--- config.mk ---
export PLATFORM = sky130hd
export DESIGN_NAME = pcgen_top
export DESIGN_NICKNAME = d
export VERILOG_FILES = /design/src/rtl/pcgen_pkg.sv /design/src/rtl/pcgen_next.sv /design/src/rtl/pcgen_stack.sv /design/src/rtl/pcgen_top.sv
export SDC_FILE = /design/constraint.sdc
export NUM_CORES = 1
export LEC_CHECK = 0
export BUFFER_PORTS_ARGS = -buffer_cell sky130_fd_sc_hd__buf_2
export CORE_MARGIN = 2
export CORE_UTILIZATION = 55
export CTS_BUF_LIST = sky130_fd_sc_hd__clkbuf_8
export DETAILED_ROUTE_END_ITERATION = 12
export PLACE_DENSITY = 0.76
export SYNTH_ARGS = -nofsm -noshare
export SYNTH_HDL_FRONTEND = slang
export SYNTH_HIERARCHICAL = 1
export SYNTH_SLANG_ARGS = --single-unit
--- constraint.sdc ---
create_clock -name clk -period 3.9 [get_ports clk]
set_input_delay 0.585 -clock clk [delete_from_list [all_inputs] [get_ports clk]]
set_output_delay 0.585 -clock clk [all_outputs]
set_load 0.05 [all_outputs]
--- src/rtl/pcgen_pkg.sv ---
package pcgen_pkg;
    localparam int PC_W   = 10;
    localparam int PAGE_W = 4;
    localparam int WORD_W = PC_W - PAGE_W;
    localparam int DEPTH  = 3;

    typedef enum logic [2:0] {
        OP_SEQ   = 3'd0,
        OP_JFAR  = 3'd1,
        OP_JPAGE = 3'd2,
        OP_CALL  = 3'd3,
        OP_RET   = 3'd4
    } pc_op_e;

    typedef struct packed {
        logic [PC_W-1:0] pc;
    } pc_state_t;
endpackage

--- src/rtl/pcgen_next.sv ---
module pcgen_next
    import pcgen_pkg::*;
#(
    parameter int AW = PC_W,
    parameter int WW = WORD_W
) (
    input  logic [AW-1:0] pc_i,
    input  logic [2:0]    op_i,
    input  logic          skip_i,
    input  logic [AW-1:0] target_i,
    input  logic [AW-1:0] top_i,
    output logic [AW-1:0] next_pc_o,
    output logic [AW-1:0] ret_addr_o,
    output logic          push_o,
    output logic          pop_o
);
    localparam logic [AW-1:0] ONE = AW'(1);
    localparam logic [AW-1:0] TWO = AW'(2);

    logic [AW-1:0] inc1, inc2;

    always_comb begin
        inc1       = pc_i + ONE;
        inc2       = pc_i + TWO;
        ret_addr_o = inc1;
        push_o     = 1'b0;
        pop_o      = 1'b0;
        next_pc_o  = skip_i ? inc2 : inc1;
        case (op_i)
            OP_JFAR:  next_pc_o = target_i;
            OP_JPAGE: next_pc_o = {pc_i[AW-1:WW], target_i[WW-1:0]};
            OP_CALL: begin
                next_pc_o = target_i;
                push_o    = 1'b1;
            end
            OP_RET: begin
                next_pc_o = top_i;
                pop_o     = 1'b1;
            end
            default: ;
        endcase
    end
endmodule

--- src/rtl/pcgen_stack.sv ---
module pcgen_stack
    import pcgen_pkg::*;
#(
    parameter int AW = PC_W,
    parameter int SD = DEPTH
) (
    input  logic          clk,
    input  logic          rst_n,
    input  logic          push_i,
    input  logic          pop_i,
    input  logic [AW-1:0] data_i,
    output logic [AW-1:0] top_o
);
    typedef struct packed {
        logic [SD-1:0][AW-1:0] lvl;
    } stk_t;

    stk_t stk_d, stk_q;

    always_comb begin
        stk_d = stk_q;
        if (push_i) begin
            stk_d.lvl[0] = data_i;
            for (int i = 1; i < SD; i++) begin
                stk_d.lvl[i] = stk_q.lvl[i-1];
            end
        end else if (pop_i) begin
            for (int i = 0; i < SD - 1; i++) begin
                stk_d.lvl[i] = stk_q.lvl[i+1];
            end
        end
    end

    always_ff @(posedge clk or negedge rst_n) begin
        if (!rst_n) stk_q <= '0;
        else        stk_q <= stk_d;
    end

    assign top_o = stk_q.lvl[0];

    // a pushed return address shows up at the top
    p_push_top_r7: assert property (@(posedge clk) disable iff (!rst_n)
        push_i |=> stk_q.lvl[0] == $past(data_i));

    // a push moves the previous top one level down
    p_push_shift_r7: assert property (@(posedge clk) disable iff (!rst_n)
        push_i |=> stk_q.lvl[1] == $past(stk_q.lvl[0]));

    // a pop leaves the bottom entry untouched
    p_bottom_keep_r8: assert property (@(posedge clk) disable iff (!rst_n)
        (pop_i && !push_i) |=> stk_q.lvl[SD-1] == $past(stk_q.lvl[SD-1]));
endmodule

--- src/rtl/pcgen_top.sv ---
module pcgen_top
    import pcgen_pkg::*;
(
    input  logic              clk,
    input  logic              rst_n,
    input  logic              cyc_en,
    input  logic [2:0]        op_i,
    input  logic              skip_i,
    input  logic [PC_W-1:0]   target_i,
    output logic [PC_W-1:0]   pc_o,
    output logic [PAGE_W-1:0] page_o
);
    pc_state_t       st_d, st_q;
    logic [PC_W-1:0] nxt_pc, ret_addr, top_entry;
    logic            push_req, pop_req;

    pcgen_next #(.AW(PC_W), .WW(WORD_W)) u_next (
        .pc_i      (st_q.pc),
        .op_i      (op_i),
        .skip_i    (skip_i),
        .target_i  (target_i),
        .top_i     (top_entry),
        .next_pc_o (nxt_pc),
        .ret_addr_o(ret_addr),
        .push_o    (push_req),
        .pop_o     (pop_req)
    );

    pcgen_stack #(.AW(PC_W), .SD(DEPTH)) u_stack (
        .clk   (clk),
        .rst_n (rst_n),
        .push_i(push_req & cyc_en),
        .pop_i (pop_req & cyc_en),
        .data_i(ret_addr),
        .top_o (top_entry)
    );

    always_comb begin
        st_d = st_q;
        if (cyc_en) st_d.pc = nxt_pc;
    end

    always_ff @(posedge clk or negedge rst_n) begin
        if (!rst_n) st_q <= '0;
        else        st_q <= st_d;
    end

    assign pc_o   = st_q.pc;
    assign page_o = st_q.pc[PC_W-1:WORD_W];

    // no strobe, no movement
    p_hold_r2: assert property (@(posedge clk) disable iff (!rst_n)
        !cyc_en |=> $stable(pc_o));

    // plain sequential step
    p_seq_inc_r3: assert property (@(posedge clk) disable iff (!rst_n)
        (cyc_en && op_i == OP_SEQ && !skip_i) |=> pc_o == $past(pc_o) + PC_W'(1));

    // page jump keeps the page
    p_page_keep_r6: assert property (@(posedge clk) disable iff (!rst_n)
        (cyc_en && op_i == OP_JPAGE) |=> page_o == $past(page_o));

    // return loads the top save register
    p_ret_top_r8: assert property (@(posedge clk) disable iff (!rst_n)
        (cyc_en && op_i == OP_RET) |=> pc_o == $past(top_entry));

    // far jump loads the target
    p_jfar_r5: assert property (@(posedge clk) disable iff (!rst_n)
        (cyc_en && op_i == OP_JFAR) |=> pc_o == $past(target_i));
endmodule

# Word level (Yosys, flattened, before mapping)
# Index checks and enable logic that the tools add are counted.
dict set report op_classes {
  add_sub_neg 2
  muxes 6
  eq_ne 4
  n_bitwise 3
  n_reduce_logical 3
}
# op n
set ops {}
lappend ops {{2-to-1 mux 20 bit} 2}
lappend ops {{one-hot mux 10 bit (3 select lines)} 1}
lappend ops {{adder 10 x 1 -> 10 bit, second input constant} 1}
lappend ops {{adder 10 x 2 -> 10 bit, second input constant} 1}
lappend ops {{2-to-1 mux 10 bit} 1}
lappend ops {{equality test 3 x 2 -> 1 bit, second input constant} 2}
lappend ops {{equality test 3 x 1 -> 1 bit, second input constant} 1}
lappend ops {{equality test 3 bit, second input constant} 1}
lappend ops {{bitwise AND 1 bit} 2}
lappend ops {{2-to-1 mux 1 bit} 2}
lappend ops {{AND reduction 2 bit} 1}
lappend ops {{nonzero test 2 bit} 1}
lappend ops {{OR reduction 2 bit} 1}
lappend ops {{inverter 1 bit} 1}
dict set report totals {
  output_inout_bits 14
  input_bits 17
  regBits 40
}

# Longest topological paths before layout
dict set report logic_depth {
  ltp_word 5
  mapped_depth 8
}

# By module
# The synthesis kept the hierarchy.
# module cells_per_inst n_inst area_each_um2 seq_area_each_um2
set by_module_without_submodules {}
lappend by_module_without_submodules {pcgen_stack 117 1 1405.1 750.7}
lappend by_module_without_submodules {pcgen_next 104 1 655.6 0.0}
lappend by_module_without_submodules {pcgen_top 27 1 449.2 250.2}

# Worst setup path before layout
# OpenSTA, ideal clock, no wires.
dict set report synth_timing {
  path_kind {flip-flop to flip-flop}
  start {reg st_q, in the netlist pc_o[1]}
  end {reg st_q, in the netlist pc_o[8]}
  period_less_slack_ns 2.041
  path_stages_with_launch 7
  arrival_time_ns 1.916
  setup_slack_ns 1.859
  required_time_ns 3.775
  setup_time_ns 0.125
  path_cell_list {dfrtp_1 -> ha_1 -> mux2i_2 -> nor4_2 -> xnor2_1 -> o221ai_2 -> mux2_4}
}
dict set report synth_between {
  elab_chain_len 3
  word_cells_on_any_way 4
}
# element line
set synth_lines {}
lappend synth_lines {{start: declaration} pcgen_top.sv:13} ;# pc_state_t st_d, st_q;
lappend synth_lines {{start signal: assignment} pcgen_top.sv:45} ;# else st_q <= st_d;
lappend synth_lines {{adder 10 x 1 -> 10 bit or adder 10 x 2 -> 10 bit (tied branches)} {pcgen_next.sv:23, pcgen_next.sv:24}}
lappend synth_lines {{2-to-1 mux 10 bit (*)} pcgen_next.sv:28} ;# next_pc_o = skip_i ? inc2 : inc1;
lappend synth_lines {{one-hot mux 10 bit (3 select lines) (*)} pcgen_next.sv:29} ;# case (op_i)
lappend synth_lines {{named net nxt_pc[8]} pcgen_top.sv:14} ;# logic [PC_W-1:0] nxt_pc, ret_addr, top_entry;
# Mark *: on every way through the listed nets, which the timed path passes. The rest lies on a longest branch.
# A chain may end at the register's enable or synchronous reset.

# Worst setup path after layout
dict set report layout_timing {
  start {in op_i[2]}
  end {reg u_stack/stk_q[25] (netlist bit)}
}
dict set report layout_between {
  elab_chain_len 3
}
# element line
set layout_lines {}
lappend layout_lines {{start: declaration} pcgen_top.sv:7} ;# input logic [2:0] op_i,
lappend layout_lines {{equality test 3 x 2 -> 1 bit} pcgen_next.sv:29}
lappend layout_lines {{2-to-1 mux 1 bit} pcgen_next.sv:29}
lappend layout_lines {{named net push_req} pcgen_top.sv:15} ;# logic push_req, pop_req;
lappend layout_lines {{bitwise AND 1 bit} pcgen_top.sv:32} ;# .push_i(push_req & cyc_en),
lappend layout_lines {{end signal: assignment} pcgen_stack.sv:36} ;# else stk_q <= stk_d;
lappend layout_lines {{end: declaration} pcgen_stack.sv:18} ;# stk_t stk_d, stk_q;
# The timed path passes the listed nets, and every way through them passes these cells.

==> results.json <==
{
  "hold_viol_final": 0,
  "avgViaCountPerCell": 5.64,
  "syn_to_final_growth_pct": 4.39,
  "initial_core_util_pct": 57.2,
  "power_density_nw_per_um2": 604,
  "cts_tree": "built",
  "finClkSkew_ns": 0.0104,
  "syn_nets": 267,
  "combPwrFrac_pct": 34.7,
  "peakVddDrop_v": 0.000332,
  "synth_top_flop_cell": "dfrtp_1",
  "ys_ff_latch": 40,
  "clkLatencyLatePin_ns": 0.30,
  "wl_per_cell_um": 15.1,
  "slew_headroom_pct": 37.4,
  "overflow": 0,
  "mostFrequentLayoutCells": "40 x dfrtp_1, 30 x buf_2, 27 x nand2_1",
  "cts_setup_buffers": 0,
  "clkPwrFrac_pct": 21.7,
  "die_h_um": 71.6,
  "p_total_mw": 1.58,
  "coreArea_um2": 4380,
  "port_buffers": 30,
  "end_kind": "flip-flop",
  "clk_pin_slew_ns": 0.08,
  "path_max_fanout": 50,
  "ys_types": 37,
  "max_freq_ghz": 0.493,
  "finalMaxSlewViolations": 0,
  "cp_data_required_time_ns": 4.08,
  "status": "finished clean",
  "finalNetCount": 273,
  "nFillCells": 378,
  "die_width_um": 71.6,
  "p_sw_mw": 0.613,
  "drt_iter0_drc": 93,
  "dr.pass1.iters": 4,
  "min_period_ns": 2.03,
  "postRouteAntennaNets": 0,
  "grt_max_degree": 51,
  "max_cap_violations": 0,
  "utilization_pct": 59.8,
  "p_leak_nw": 1.14,
  "yosysSeqAreaShare_pct": 39.9,
  "crit_type": "in2reg",
  "drive_gt1_share_pct": 25.1,
  "synth_edf_count": 0,
  "yosys_warnings": 6,
  "post-route-drc-count": 0,
  "row_count": 24,
  "ctsResizeCount": 0,
  "vias": 1730,
  "postCtsHoldBufs": 0,
  "hpwlAfterDp_mm": 3.24,
  "track_usage_pct": 19.4,
  "hold_class": "in2async",
  "p_int_mw": 0.970,
  "grt_pass1_wl_mm": 7.70,
  "syn_inst": 248,
  "postPlaceCellArea_um2": 2510,
  "synthArstFlopShare_pct": 100,
  "wirelength_mm": 4.62,
  "finalInstanceArea_um2": 2620,
  "seqPwrFrac_pct": 43.6,
  "rsz0062_at_grt": "no",
  "worstMarginPinSlew_ns": 0.939,
  "final_common_cell": "dfrtp_1",
  "cp_slowest_stage_delay_ns": 0.76,
  "cts_root_buf": "clkbuf_8",
  "io_pins": 31,
  "sw_frac_of_total_pct": 38.7,
  "cts-htree-levels": 2,
  "syn_area_um2": 2510,
  "cts.sinks": 40,
  "gp_congestion": 0.858,
  "start_kind": "input pin",
  "diodes": 0,
  "cpMaxStageDelayCell": "and2_2",
  "cts_buffers": 5,
  "crit_arrival_ns": 2.21,
  "first_global_vias": 1662,
  "die_area_um2": 5120,
  "avgSynthCellArea_um2": 10.1,
  "period_share_pct": 52.0,
  "cts.path.max_buffers": 2,
  "setup_viol": 0,
  "path_cells": "buf_2, inv_2, and3_1, and2_2, mux2_4",
  "setup_tns_ns": 0,
  "hold_ws_ns": 0.385,
  "antenna_found_initial": 0
}
## flip-flops by register name, indices dropped and copies added, names as in the netlist
name           cells
pc_o              10
u_stack/stk_q     20
u_stack/top_o     10
## logic make-up (layout without fill, tap and decap cells)
kind of cell	Yosys count	in the layout	share of synthesized area, %
AND/OR/NAND/NOR	62	62	11.5
AO/OA/AOI/OAI	50	50	11.8
multiplexers	44	44	21.4
flip-flops	40	40	39.9
buffers and inverters	35	42	9.22
XOR/XNOR	15	15	5.23
adder cells (fa/ha/maj)	2	2	0.997
## Yosys cell counts (all sizes together), types with 2 or more instances
cell type  number  area [um2]
a21oi           6        30.0
a31oi           2        12.5
and2            4        27.5
and3            3        18.8
buf            27         201
clkbuf          4        15.0
dfrtp          40        1000
ha              2        25.0
inv             4        15.0
mux2           20         293
mux2i          24         244
nand2          27         101
nand2b          2        12.5
nand3           5        25.0
nor2           12        45.0
nor3            3        15.0
o21ai          28         140
o22a            3        26.3
o22ai           6        37.5
or2             2        12.5
or3             2        12.5
xnor2           7        61.3
xor2            8        70.1
## area by class of cell
type / count / area (um2) / share of cell area, %
multi-input cells: 173 / 1280 / 48.8
flip-flops and latches: 40 / 1000 / 38.2
repair buffers: 30 / 150 / 5.73
clock buffers: 5 / 68.8 / 2.63
well taps: 52 / 65.1 / 2.48
clock inverters: 3 / 42.5 / 1.62
inverters: 4 / 15.0 / 0.573
## layer usage
metal  share of wire (%)  vias up  routed length, um  GRT usage (%)
li1                    -      859                  -              -
met1                  49      820               2290           27.7
met2                  44       42               2050           29.0
met3                 3.9        9                182           3.52
met4                 2.2        0                104           8.39
met5                   0        -                  0              0
## power by group through the flow
stage / Sequential (mW) / Combinational [mW] / Clock (mW)
after CTS: 0.690 / 0.550 / 0.352
after detailed placement: 0.698 / 0.549 / 0
after global routing: 0.711 / 0.591 / 0.368
final: 0.691 / 0.549 / 0.343
after floorplan: 0.742 / 0.432 / 0
after global placement: 0.695 / 0.536 / 0
## stage by stage
| stage | setup slack (ns) | cells |
|---|---|---|
| final | 1.87 | 307 |
| after global routing | 1.74 | 307 |
| after CTS | 1.89 | 307 |
| after detailed placement | 1.57 | 299 |
| after global placement | 1.60 | 299 |
| after floorplan | 1.86 | 248 |
## critical path, delay by kind of cell
kind	cells	cell delay (ns)
multiplexers	1	0.35
buffers and inverters	2	0.31
AND/OR/NAND/NOR	2	0.93
## path summary, 6_finish.rpt
check / end / cells past startpoint / slack, ns / startpoint
max in group asynchronous: u_stack/stk_q[17] / 1 / 2.97 / rst_n
min: pc_o[0] / 1 / 0.39 / rst_n
max: u_stack/stk_q[25] / 5 / 1.87 / op_i[2]
min in group clk: u_stack/stk_q[18] / 2 / 0.51 / u_stack/top_o[8]
max reg2reg: pc_o[8] / 6 / 1.97 / pc_o[0]
min reg2reg: u_stack/stk_q[18] / 2 / 0.51 / u_stack/top_o[8]
No activity file was read; power rests on OpenSTA's default activity.
